File: config.mk
export PLATFORM = sky130hd
export DESIGN_NAME = rescnt_top
export DESIGN_NICKNAME = d
export VERILOG_FILES = /design/src/rtl/rescnt_pkg.sv /design/src/rtl/rescnt_counter.sv /design/src/rtl/rescnt_ctrl.sv /design/src/rtl/rescnt_window.sv /design/src/rtl/rescnt_top.sv
export SDC_FILE = /design/constraint.sdc
export NUM_CORES = 1
export LEC_CHECK = 0
export BUFFER_PORTS_ARGS = -buffer_cell sky130_fd_sc_hd__clkbuf_2
export CAP_MARGIN = 0
export CORE_MARGIN = 2
export CORE_UTILIZATION = 50
export CTS_BUF_LIST = sky130_fd_sc_hd__clkbuf_8 sky130_fd_sc_hd__clkbuf_16
export CTS_CLUSTER_DIAMETER = 50
export DETAILED_ROUTE_END_ITERATION = 10
export PLACE_DENSITY = 0.82
export SLEW_MARGIN = 10
export SYNTH_ARGS = -nofsm -noshare
export SYNTH_HDL_FRONTEND = slang
export SYNTH_SLANG_ARGS = --single-unit
File: constraint.sdc
create_clock -name clk -period 2.7 [get_ports clk]
set_clock_uncertainty 0.1 [all_clocks]
set_input_delay 0.135 -clock clk [delete_from_list [all_inputs] [get_ports clk]]
set_output_delay 0.135 -clock clk [all_outputs]
set_load 0.02 [all_outputs]
File: src/rtl/rescnt_pkg.sv
package rescnt_pkg;

  localparam int ADDR_W = 2;

  typedef enum logic [ADDR_W-1:0] {
    REG_VIEW = 2'd0,
    REG_CTRL = 2'd1
  } reg_sel_e;

  // control bit positions (low half of the control word)
  localparam int CTL_RANGE = 0;
  localparam int CTL_N     = 1;

endpackage

File: src/rtl/rescnt_counter.sv
module rescnt_counter #(
  parameter int CNT_W = 40
) (
  input  logic             clk,
  input  logic             rst_n,
  input  logic             en_i,
  output logic [CNT_W-1:0] count_o
);

  logic [CNT_W-1:0] cnt_q;
  logic [CNT_W-1:0] cnt_d;

  always_comb begin
    cnt_d = cnt_q;
    if (en_i) begin
      cnt_d = cnt_q + {{(CNT_W-1){1'b0}}, 1'b1};
    end
  end

  always_ff @(posedge clk or negedge rst_n) begin
    if (!rst_n) begin
      cnt_q <= '0;
    end else if (en_i) begin
      cnt_q <= cnt_d;
    end
  end

  assign count_o = cnt_q;

endmodule

File: src/rtl/rescnt_ctrl.sv
module rescnt_ctrl #(
  parameter int REG_W = 32,
  parameter int CTL_N = 1
) (
  input  logic             clk,
  input  logic             rst_n,
  input  logic             wr_i,
  input  logic [REG_W-1:0] wdata_i,
  output logic [CTL_N-1:0] ctl_o
);

  localparam int MASK_OFS = REG_W / 2;

  logic [CTL_N-1:0] ctl_q;
  logic [CTL_N-1:0] ctl_d;
  logic [CTL_N-1:0] bit_we;

  generate
    for (genvar i = 0; i < CTL_N; i++) begin : g_bit
      always_comb begin
        bit_we[i] = wr_i & wdata_i[MASK_OFS+i];
        ctl_d[i]  = bit_we[i] ? wdata_i[i] : ctl_q[i];
      end
    end
  endgenerate

  always_ff @(posedge clk or negedge rst_n) begin
    if (!rst_n) begin
      ctl_q <= '0;
    end else if (|bit_we) begin
      ctl_q <= ctl_d;
    end
  end

  logic unused_wdata;
  assign unused_wdata = ^wdata_i;

  assign ctl_o = ctl_q;

endmodule

File: src/rtl/rescnt_window.sv
module rescnt_window #(
  parameter int CNT_W = 40,
  parameter int REG_W = 32
) (
  input  logic [CNT_W-1:0] count_i,
  input  logic             hi_i,
  output logic [REG_W-1:0] view_o
);

  generate
    if (CNT_W > REG_W) begin : g_slide
      always_comb begin
        if (hi_i) begin
          view_o = count_i[CNT_W-1 -: REG_W];
        end else begin
          view_o = count_i[REG_W-1:0];
        end
      end
    end else begin : g_fit
      logic unused_hi;
      assign unused_hi = hi_i;
      assign view_o    = REG_W'(count_i);
    end
  endgenerate

endmodule

File: src/rtl/rescnt_top.sv
module rescnt_top
  import rescnt_pkg::*;
#(
  parameter int CNT_W = 40,
  parameter int REG_W = 32
) (
  input  logic              clk,
  input  logic              rst_n,
  input  logic              active_i,
  input  logic              reg_wr_en_i,
  input  logic [ADDR_W-1:0] reg_addr_i,
  input  logic [REG_W-1:0]  reg_wdata_i,
  output logic [REG_W-1:0]  reg_rdata_o
);

  logic [CNT_W-1:0] count_q;
  logic [CTL_N-1:0] ctl_q;
  logic [REG_W-1:0] view;
  logic             ctl_wr;

  assign ctl_wr = reg_wr_en_i & (reg_addr_i == REG_CTRL);

  rescnt_counter #(.CNT_W(CNT_W)) u_cnt (
    .clk     (clk),
    .rst_n   (rst_n),
    .en_i    (active_i),
    .count_o (count_q)
  );

  rescnt_ctrl #(.REG_W(REG_W), .CTL_N(CTL_N)) u_ctl (
    .clk     (clk),
    .rst_n   (rst_n),
    .wr_i    (ctl_wr),
    .wdata_i (reg_wdata_i),
    .ctl_o   (ctl_q)
  );

  rescnt_window #(.CNT_W(CNT_W), .REG_W(REG_W)) u_win (
    .count_i (count_q),
    .hi_i    (ctl_q[CTL_RANGE]),
    .view_o  (view)
  );

  always_comb begin
    case (reg_addr_i)
      REG_VIEW: reg_rdata_o = view;
      REG_CTRL: reg_rdata_o = REG_W'(ctl_q);
      default:  reg_rdata_o = '0;
    endcase
  end

endmodule

## Word level (Yosys, flattened, before mapping)

Index checks and enable logic that the tools add are counted.

- Input bits: 38
- Output and inout bits: 32
- Word-level logic and storage cells: 9
- Register bits after elaboration: 41

- Reductions and logical operators: 1
- Equal/unequal tests: 1
- Add/subtract/negate cells: 1
- Bitwise operators: 2
- Muxes and demuxes: 2

Operator list:

| cell | number |
|---|---|
| case mux 32 bit (2 select lines) | 1 |
| adder 40 x 1 -> 40 bit, second input constant | 1 |
| 2-to-1 mux 32 bit | 1 |
| bitwise AND 1 bit | 2 |
| == test 2 x 1 -> 1 bit, second input constant | 1 |
| zero test 2 bit | 1 |

## Logic depth before layout (Yosys ltp)

Gate-level depths: netlist of the first run.

- Depth in word-level cells: 3
- Mapped depth: 7
- Gate-level depth less buffers: 5

## Cells and area by module

From an unflattened synthesis of the first run, not the netlist that was laid out.

- Cell total of the unflattened synthesis: 238
- Area total of the unflattened synthesis: 2677.6 µm²

By module, submodules not included:

| module | seq. area each (µm²) | cells an instance | area each (µm²) | times used |
|---|---|---|---|---|
| rescnt_counter | 1001.0 | 160 | 1829.3 | 1 |
| rescnt_window | 0.0 | 36 | 544.3 | 1 |
| rescnt_top | 0.0 | 39 | 260.2 | 1 |
| rescnt_ctrl | 25.0 | 3 | 43.8 | 1 |

## Least setup slack after synthesis of the first run

OpenSTA, ideal clock, no wires.

- Kind: register to register
- From: register u_cnt.cnt_q[0], in the netlist u_cnt.count_o[0]
- To: register u_cnt.cnt_q[18], in the netlist u_cnt.count_o[18]
- Arrival: 1780 ps
- Period minus slack after synthesis: 2006 ps
- Library setup time: 125 ps
- Path buffers: 1
- Stages on the path, launching flop included: 7
- Setup slack: 694 ps
- Required time: 2475 ps
- Cells stage by stage: dfrtp_1 -> ha_1 -> nand4_1 -> or3_1 -> buf_2 -> or4_1 -> xnor2_1

- Cells in the longest elaborated chain, start to end: 1

RTL lines:

| what | RTL line | text |
|---|---|---|
| start: declaration | rescnt_counter.sv:10 | `logic [CNT_W-1:0] cnt_q;` |
| start signal: assignment | rescnt_counter.sv:24 | `cnt_q <= cnt_d;` |
| adder 40 x 1 -> 40 bit | rescnt_counter.sv:16 | `cnt_d = cnt_q + {{(CNT_W-1){1'b0}}, 1'b1};` |

Every way passes these cells.
A chain may end at the register's enable or synchronous reset.

## Final worst setup path of the first run

- From: register u_cnt.cnt_q[10], in the netlist u_cnt.count_o[10]
- To: register u_cnt.cnt_q[24], in the netlist u_cnt.count_o[24]

Same word-level chain as after synthesis.

==> results of run 1 <==
layer usage:
layer,up-vias,global-route usage (%),part of all wire [%]
li1,913,-,-
met1,920,27.2,45
met2,51,33.4,50
met3,6,3.79,4.0
met4,0,5.56,1.1
met5,-,0,0
how the worst max path moves through the flow:
| stage | from | cells after the start | endpoint |
|---|---|---|---|
| 2_1_floorplan | u_cnt.count_o[0] | 6 | u_cnt.count_o[18] |
| 3_3_place_gp | u_cnt.count_o[13] | 5 | u_cnt.count_o[24] |
| 3_5_place_dp | u_cnt.count_o[14] | 5 | u_cnt.count_o[24] |
| 4_1_cts | u_cnt.count_o[13] | 5 | u_cnt.count_o[24] |
| 5_1_grt | u_cnt.count_o[13] | 5 | u_cnt.count_o[24] |
| 6_report | u_cnt.count_o[10] | 5 | u_cnt.count_o[24] |
timing repair:
action / 4_1_cts / 5_1_grt
endpoints found under the setup margin: 0 / 0
hold buffers: 2 / 0
endpoints found under the hold margin: 42 / 0
layout by cell type, fill, tap and decap left out, types with 3 or more instances in the layout:
master / count
nand3_1: 8
nor3_1: 3
clkbuf_8: 6
xnor2_1: 13
nand2_1: 14
nor3_2: 11
mux2i_1: 31
buf_4: 3
xor2_1: 26
inv_1: 10
nor4_2: 7
and4_1: 3
nor2_1: 39
clkbuf_2: 39
or4_1: 4
nand4_1: 8
dfrtp_1: 41
area by class of cell:
class	count	area (sq um)
Clock buffer	6	82.6
Clock inverter	2	33.8
Fill cell	415	1920
Inverter	9	33.8
Multi-Input combinational cell	181	1330
Sequential cell	41	1030
Tap cell	67	83.8
Timing Repair Buffer	44	238
where the power goes:
group	switching (mW)	leakage, nW	internal, mW
sequential	0.0720	0.538	0.667
clock	0.212	0.0626	0.298
combinational	0.165	0.771	0.139
sequential cells by signal, indices dropped and copies added (netlist names):
register / flops
u_cnt.count_o: 40
u_ctl.ctl_o: 1
critical path, stage by stage (launching register included):
cell	delay, ps
dfrtp_1	480
nand3_2	180
or4_1	870
buf_4	310
nor3_2	190
xor2_1	150
metrics by stage:
step	hold WS (ps)	instance area (sq um)	setup slack [ps]
after detailed placement	250	2700	379
after CTS	3.74	2830	354
after global routing	7.14	2830	184
after floorplan	-261	2480	694
final	4.85	2830	332
after global placement	245	2700	416
logic make-up (layout without fill, tap and decap cells):
family                     after synthesis  count (layout)  share of synthesized area (%)
xor gates and xnor gates                39              39                           13.8
and+or+nand+nor                        106             106                           25.5
buffers and inverters                   26              61                           4.99
AOI/OAI and AO/OA                        2               2                          0.554
muxes                                   33              33                           13.4
adders and majority gates                1               1                          0.504
DFF                                     41              41                           41.3
==> flow_summary.ini, run 1 <==
[route]
drc = 0
routed_wl_mm = 5.18
first_iter_violations = 138
via_per_inst = 5.40
vias = 1890
drtAntennaViolNets = 0
wl_per_cell_um = 14.8
dr.pass1.iters = 5

[clock_tree]
clock_sinks = 41
cts_resized = 0
clkTransAtPathRegs_ps = 80
cts_setup_buffers = 0
clk_latency_ps = 290
cts_root_buffer = clkbuf_8
numCtsBuffers = 5
cts_buffer_depth = 2
cts_tree = built
htreeDepth = 2

[sta]
rsz0062_at_grt = no
worstMarginPinSlew_ps = 1020
drv_slew = 0
fmax_ghz = 0.422
timing.final.crit_share_pct = 87.7
fin_tns_setup_ps = 0
maxSlewHeadroom_pct = 32.2
post-route-min-period_ps = 2370
finalHoldViolCount = 0
setup_violations = 0

[finish]
final_core_util_pct = 59.6
drive_above_1_share_pct = 26.1
area_growth_pct = 14.0
final_cells = 350
diodes = 0
nNetsFinal = 321

[synthesis]
synth_top_cell_by_area = dfrtp_1
synth_flop_cell = dfrtp_1
ys_top_cells_by_area = dfrtp_1 (41%), mux2i_1 (12%), xor2_1 (9.2%), nor2_1 (5.9%), xnor2_1 (4.6%)
syn_inst = 248
ys_seq_elements = 41
synth_edf_count = 0
syn-num-nets = 287
ys_types = 29
synth_top_area_share_pct = 41.3
ys_top_cells_by_count = dfrtp_1 (41), nor2_1 (39), mux2i_1 (31), xor2_1 (26), nand2_1 (14)
synth.most_common_cell = dfrtp_1
ys_seq_area_share_pct = 41.3
synth_area_sq_mm = 0.00248
avgSynthCellArea_sq_um = 10.0
async_flop_share_pct = 100
yosysWarnings = 0

[worst_setup_path]
ff2ff_path_depth = 5
rrSetupSlack_ps = 330
r2r_end = u_cnt.count_o[24]
critPathLaunchType = register
cp-end-kind = register
cp_data_arrival_time_ps = 2480
path_class = register to register
crit_fanout = 15
reg2reg_from = u_cnt.count_o[10]
critPathRequiredTime_ps = 2820

[global_route]
grt_max_degree = 42
grt_antenna_before_repair = 0
grt_pass1_wl_mm = 8.52
grt_use_total_pct = 20.2
grt_pass1_vias = 1723
overflow = 0

[pwr]
cellLeakagePower_nw = 1.37
peakVddDrop_v = 0.000346
powerDensity_mw_per_mm2 = 549
p_total_mw = 1.55

[floorplanning]
rows = 25
core_area_sq_mm = 0.00475
die_area_sq_mm = 0.00555
die_w_um = 74.5
dieHeight_um = 74.5
start_util_pct = 52.2
io_pins = 70

[hold_path]
hold_start = active_i
hold_depth = 2
min_path_type = input port to register
hold_end = u_cnt.count_o[0]

[placed_design]
dpl.hpwl_mm = 3.64
io_buffers = 39
dp.cells = 340
gp_congestion = 0.821

[status]
status = finished, final reports clean

[flow_run]
cap_violations = 0
Power figures use the tool's default switching activity.
==> inputs of run 2 (changes only) <==
--- a/config.mk
+++ b/config.mk
@@ -5,6 +5,7 @@
 export SDC_FILE = /design/constraint.sdc
 export NUM_CORES = 1
 export LEC_CHECK = 0
+export ABC_AREA = 1
 export BUFFER_PORTS_ARGS = -buffer_cell sky130_fd_sc_hd__clkbuf_2
 export CAP_MARGIN = 0
 export CORE_MARGIN = 2
@@ -12,7 +13,7 @@
 export CTS_BUF_LIST = sky130_fd_sc_hd__clkbuf_8 sky130_fd_sc_hd__clkbuf_16
 export CTS_CLUSTER_DIAMETER = 50
 export DETAILED_ROUTE_END_ITERATION = 10
-export PLACE_DENSITY = 0.82
+export PLACE_DENSITY = 0.81
 export SLEW_MARGIN = 10
 export SYNTH_ARGS = -nofsm -noshare
 export SYNTH_HDL_FRONTEND = slang
==> run 2 against run 1 <==
Effect of this change: the run now ends with hold timing left; sequential share of layout area fell by 3.5 points; first-iteration DRC count rose by 140%; clock power fell by 20%; worst setup slack improved by 300 ps; via count rose by 46%; cell area rose by 11%; critical path depth did not move; routed wire length rose by 39%; critical path type is now register to primary output; critical endpoint is now reg_rdata_o[15].
==> flow_summary.ini, run 2 <==
[status]
violations = hold timing
status = finished, violations left

[floorplanning]
io_pins = 70
die_area_sq_mm = 0.00615
start_util_pct = 50.9
core_area_sq_mm = 0.00544
die_w_um = 78.4
rows = 27
dieHeight_um = 78.4

[sta]
timing.final.crit_share_pct = 76.5
drv_slew = 0
worst_slack_ps = 635
finalHoldViolCount = 1
post-route-min-period_ps = 2070
worstMarginPinSlew_ps = 1080
holdWs_ps = -0.823
fin_tns_setup_ps = 0
rsz0062_at_grt = no
maxSlewHeadroom_pct = 28.3
fmax_ghz = 0.484
setup_violations = 0

[worst_setup_path]
ff2ff_path_depth = 10
cp_slowest_cell = inv_1
crit_fanout = 26
crit_start = u_ctl.ctl_o
cp-end-kind = primary output
crit_chain = buf_4 > inv_1 > o21ai_0 > a21oi_1 > clkbuf_2
cpPeakStageDelay_ps = 420
critPathRequiredTime_ps = 2470
reg2reg_from = u_cnt.count_o[0]
cp_data_arrival_time_ps = 1830
critPathLaunchType = register
path_class = register to primary output

[route]
via_per_inst = 5.45
dr.pass1.iters = 5
maxUsedRoutingLayer = met4
vias = 2767
routed_wl_mm = 7.20
wl_per_cell_um = 14.2
drtAntennaViolNets = 0
met1_length_mm = 3.14
drc = 0
first_iter_violations = 335
wl_met2_mm = 3.54
wl_met3_um = 400

[finish]
final_common_cell = nand2_1
diodes = 0
largest_reg_flops = 40
most-common-layout-cells = nand2_1 (104), inv_1 (59), dfrtp_1 (41)
drive_above_1_share_pct = 15.8
final_area_sq_mm = 0.00313
nNetsFinal = 475
final_cells = 508
final_core_util_pct = 57.6
fillers = 546
area_growth_pct = 13.1

[clock_tree]
clock_sinks = 41
clk_latency_ps = 300
cts_tree = built
cts_resized = 0
cts_buffer_depth = 2
hold_buffers = 1
htreeDepth = 2
clkTransAtPathRegs_ps = 70
numCtsBuffers = 5
cts_root_buffer = clkbuf_8
cts_setup_buffers = 0

[synthesis]
synth_top_cell_by_area = dfrtp_1
ys_top_cells_by_count = nand2_1 (104), inv_1 (58), dfrtp_1 (41), nor2_1 (34), a21oi_1 (33)
avgSynthCellArea_sq_um = 6.99
synth_edf_count = 0
ys_seq_elements = 41
ys_types = 25
ys_seq_area_share_pct = 37.1
ys_top_cells_by_area = dfrtp_1 (37%), nand2_1 (14%), inv_1 (7.9%), a21oi_1 (6.0%), o21ai_0 (5.2%)
syn-num-nets = 435
yosysWarnings = 0
synth_area_sq_mm = 0.00277
synth_flop_cell = dfrtp_1
synth.most_common_cell = nand2_1
syn_inst = 396
async_flop_share_pct = 100
synth_top_area_share_pct = 37.1

[pwr]
cellLeakagePower_nw = 1.53
p_total_mw = 1.50
powerDensity_mw_per_mm2 = 480
peakVddDrop_v = 0.000307

[global_route]
grt_antenna_before_repair = 0
overflow = 0
grt_pass1_vias = 2612
grt_pass1_wl_mm = 12.1
grt_use_total_pct = 24.9
grt_max_degree = 42

[placed_design]
dpl_worst_slack_ps = 805
dp.cells = 500
dpl.hpwl_mm = 5.43
gp_congestion = 0.982
io_buffers = 39
place_area_sq_mm = 0.00303

[hold_path]
hold_depth = 3
min_path_type = input port to register
hold_start = reg_wdata_i[0]

[flow_run]
cap_violations = 0
==> run 2: cell types whose count changed in the layout (fill, tap and decap cells not counted), sizes merged, moves of 3 or more <==
| cell | change |
|---|---|
| nor4 | -9 |
| nand3 | +20 |
| and4 | -3 |
| a21oi | +32 |
| xnor2 | -7 |
| mux2i | -31 |
| nor3 | -12 |
| nor2 | +10 |
| o21ai | +29 |
| xor2 | -11 |
| nand2 | +94 |
| or4 | -4 |
| inv | +49 |
==> run 2: critical path: cells and delay by family, from the launching register on <==
kind,cells,cell delay [ps]
AOI/OAI and AO/OA,2,330
buffers and inverters,3,840
DFF,1,380
==> run 2: layer usage <==
layer / vias up / track usage [%]
met3: 15 / 4.37
li1: 1332 / -
met4: 0 / 7.54
met5: - / 0
met1: 1319 / 33.5
met2: 101 / 41.2
==> run 2: final timing paths <==
path	slack [ps]	endpoint
hold / removal	-0.8	u_ctl.ctl_o
hold reg to reg	400	u_cnt.count_o[39]
setup reg to reg	770	u_cnt.count_o[38]
setup / recovery	630	reg_rdata_o[15]
min in group asynchronous	470	u_cnt.count_o[1]
max in group asynchronous	1370	u_cnt.count_o[13]
==> run 2: kinds of logic (layout without fill, tap and decap cells) <==
group | after synthesis | in the layout | synth area share [%]
adder cells (fa/ha/maj) | 1 | 1 | 0.452
XOR/XNOR | 21 | 21 | 6.64
buffers and inverters | 68 | 108 | 9.40
flip-flops | 41 | 41 | 37.1
AO/OA/AOI/OAI | 65 | 65 | 12.1
AND/OR/NAND/NOR | 200 | 200 | 34.4
==> run 2: power by group <==
part / internal, mW / leakage, nW / switching (mW)
Sequential: 0.666 / 0.516 / 0.0719
Combinational: 0.109 / 0.968 / 0.248
Clock: 0.199 / 0.0485 / 0.208
==> run 2: layout make-up <==
type | count | area, sq um | area share (%)
flip-flops and latches | 41 | 1030 | 32.8
multi-input cells | 287 | 1480 | 47.4
clock inverters | 1 | 3.75 | 0.120
inverters | 58 | 218 | 6.95
clock buffers | 6 | 82.6 | 2.64
repair buffers | 43 | 228 | 7.27
well taps | 72 | 90.1 | 2.88
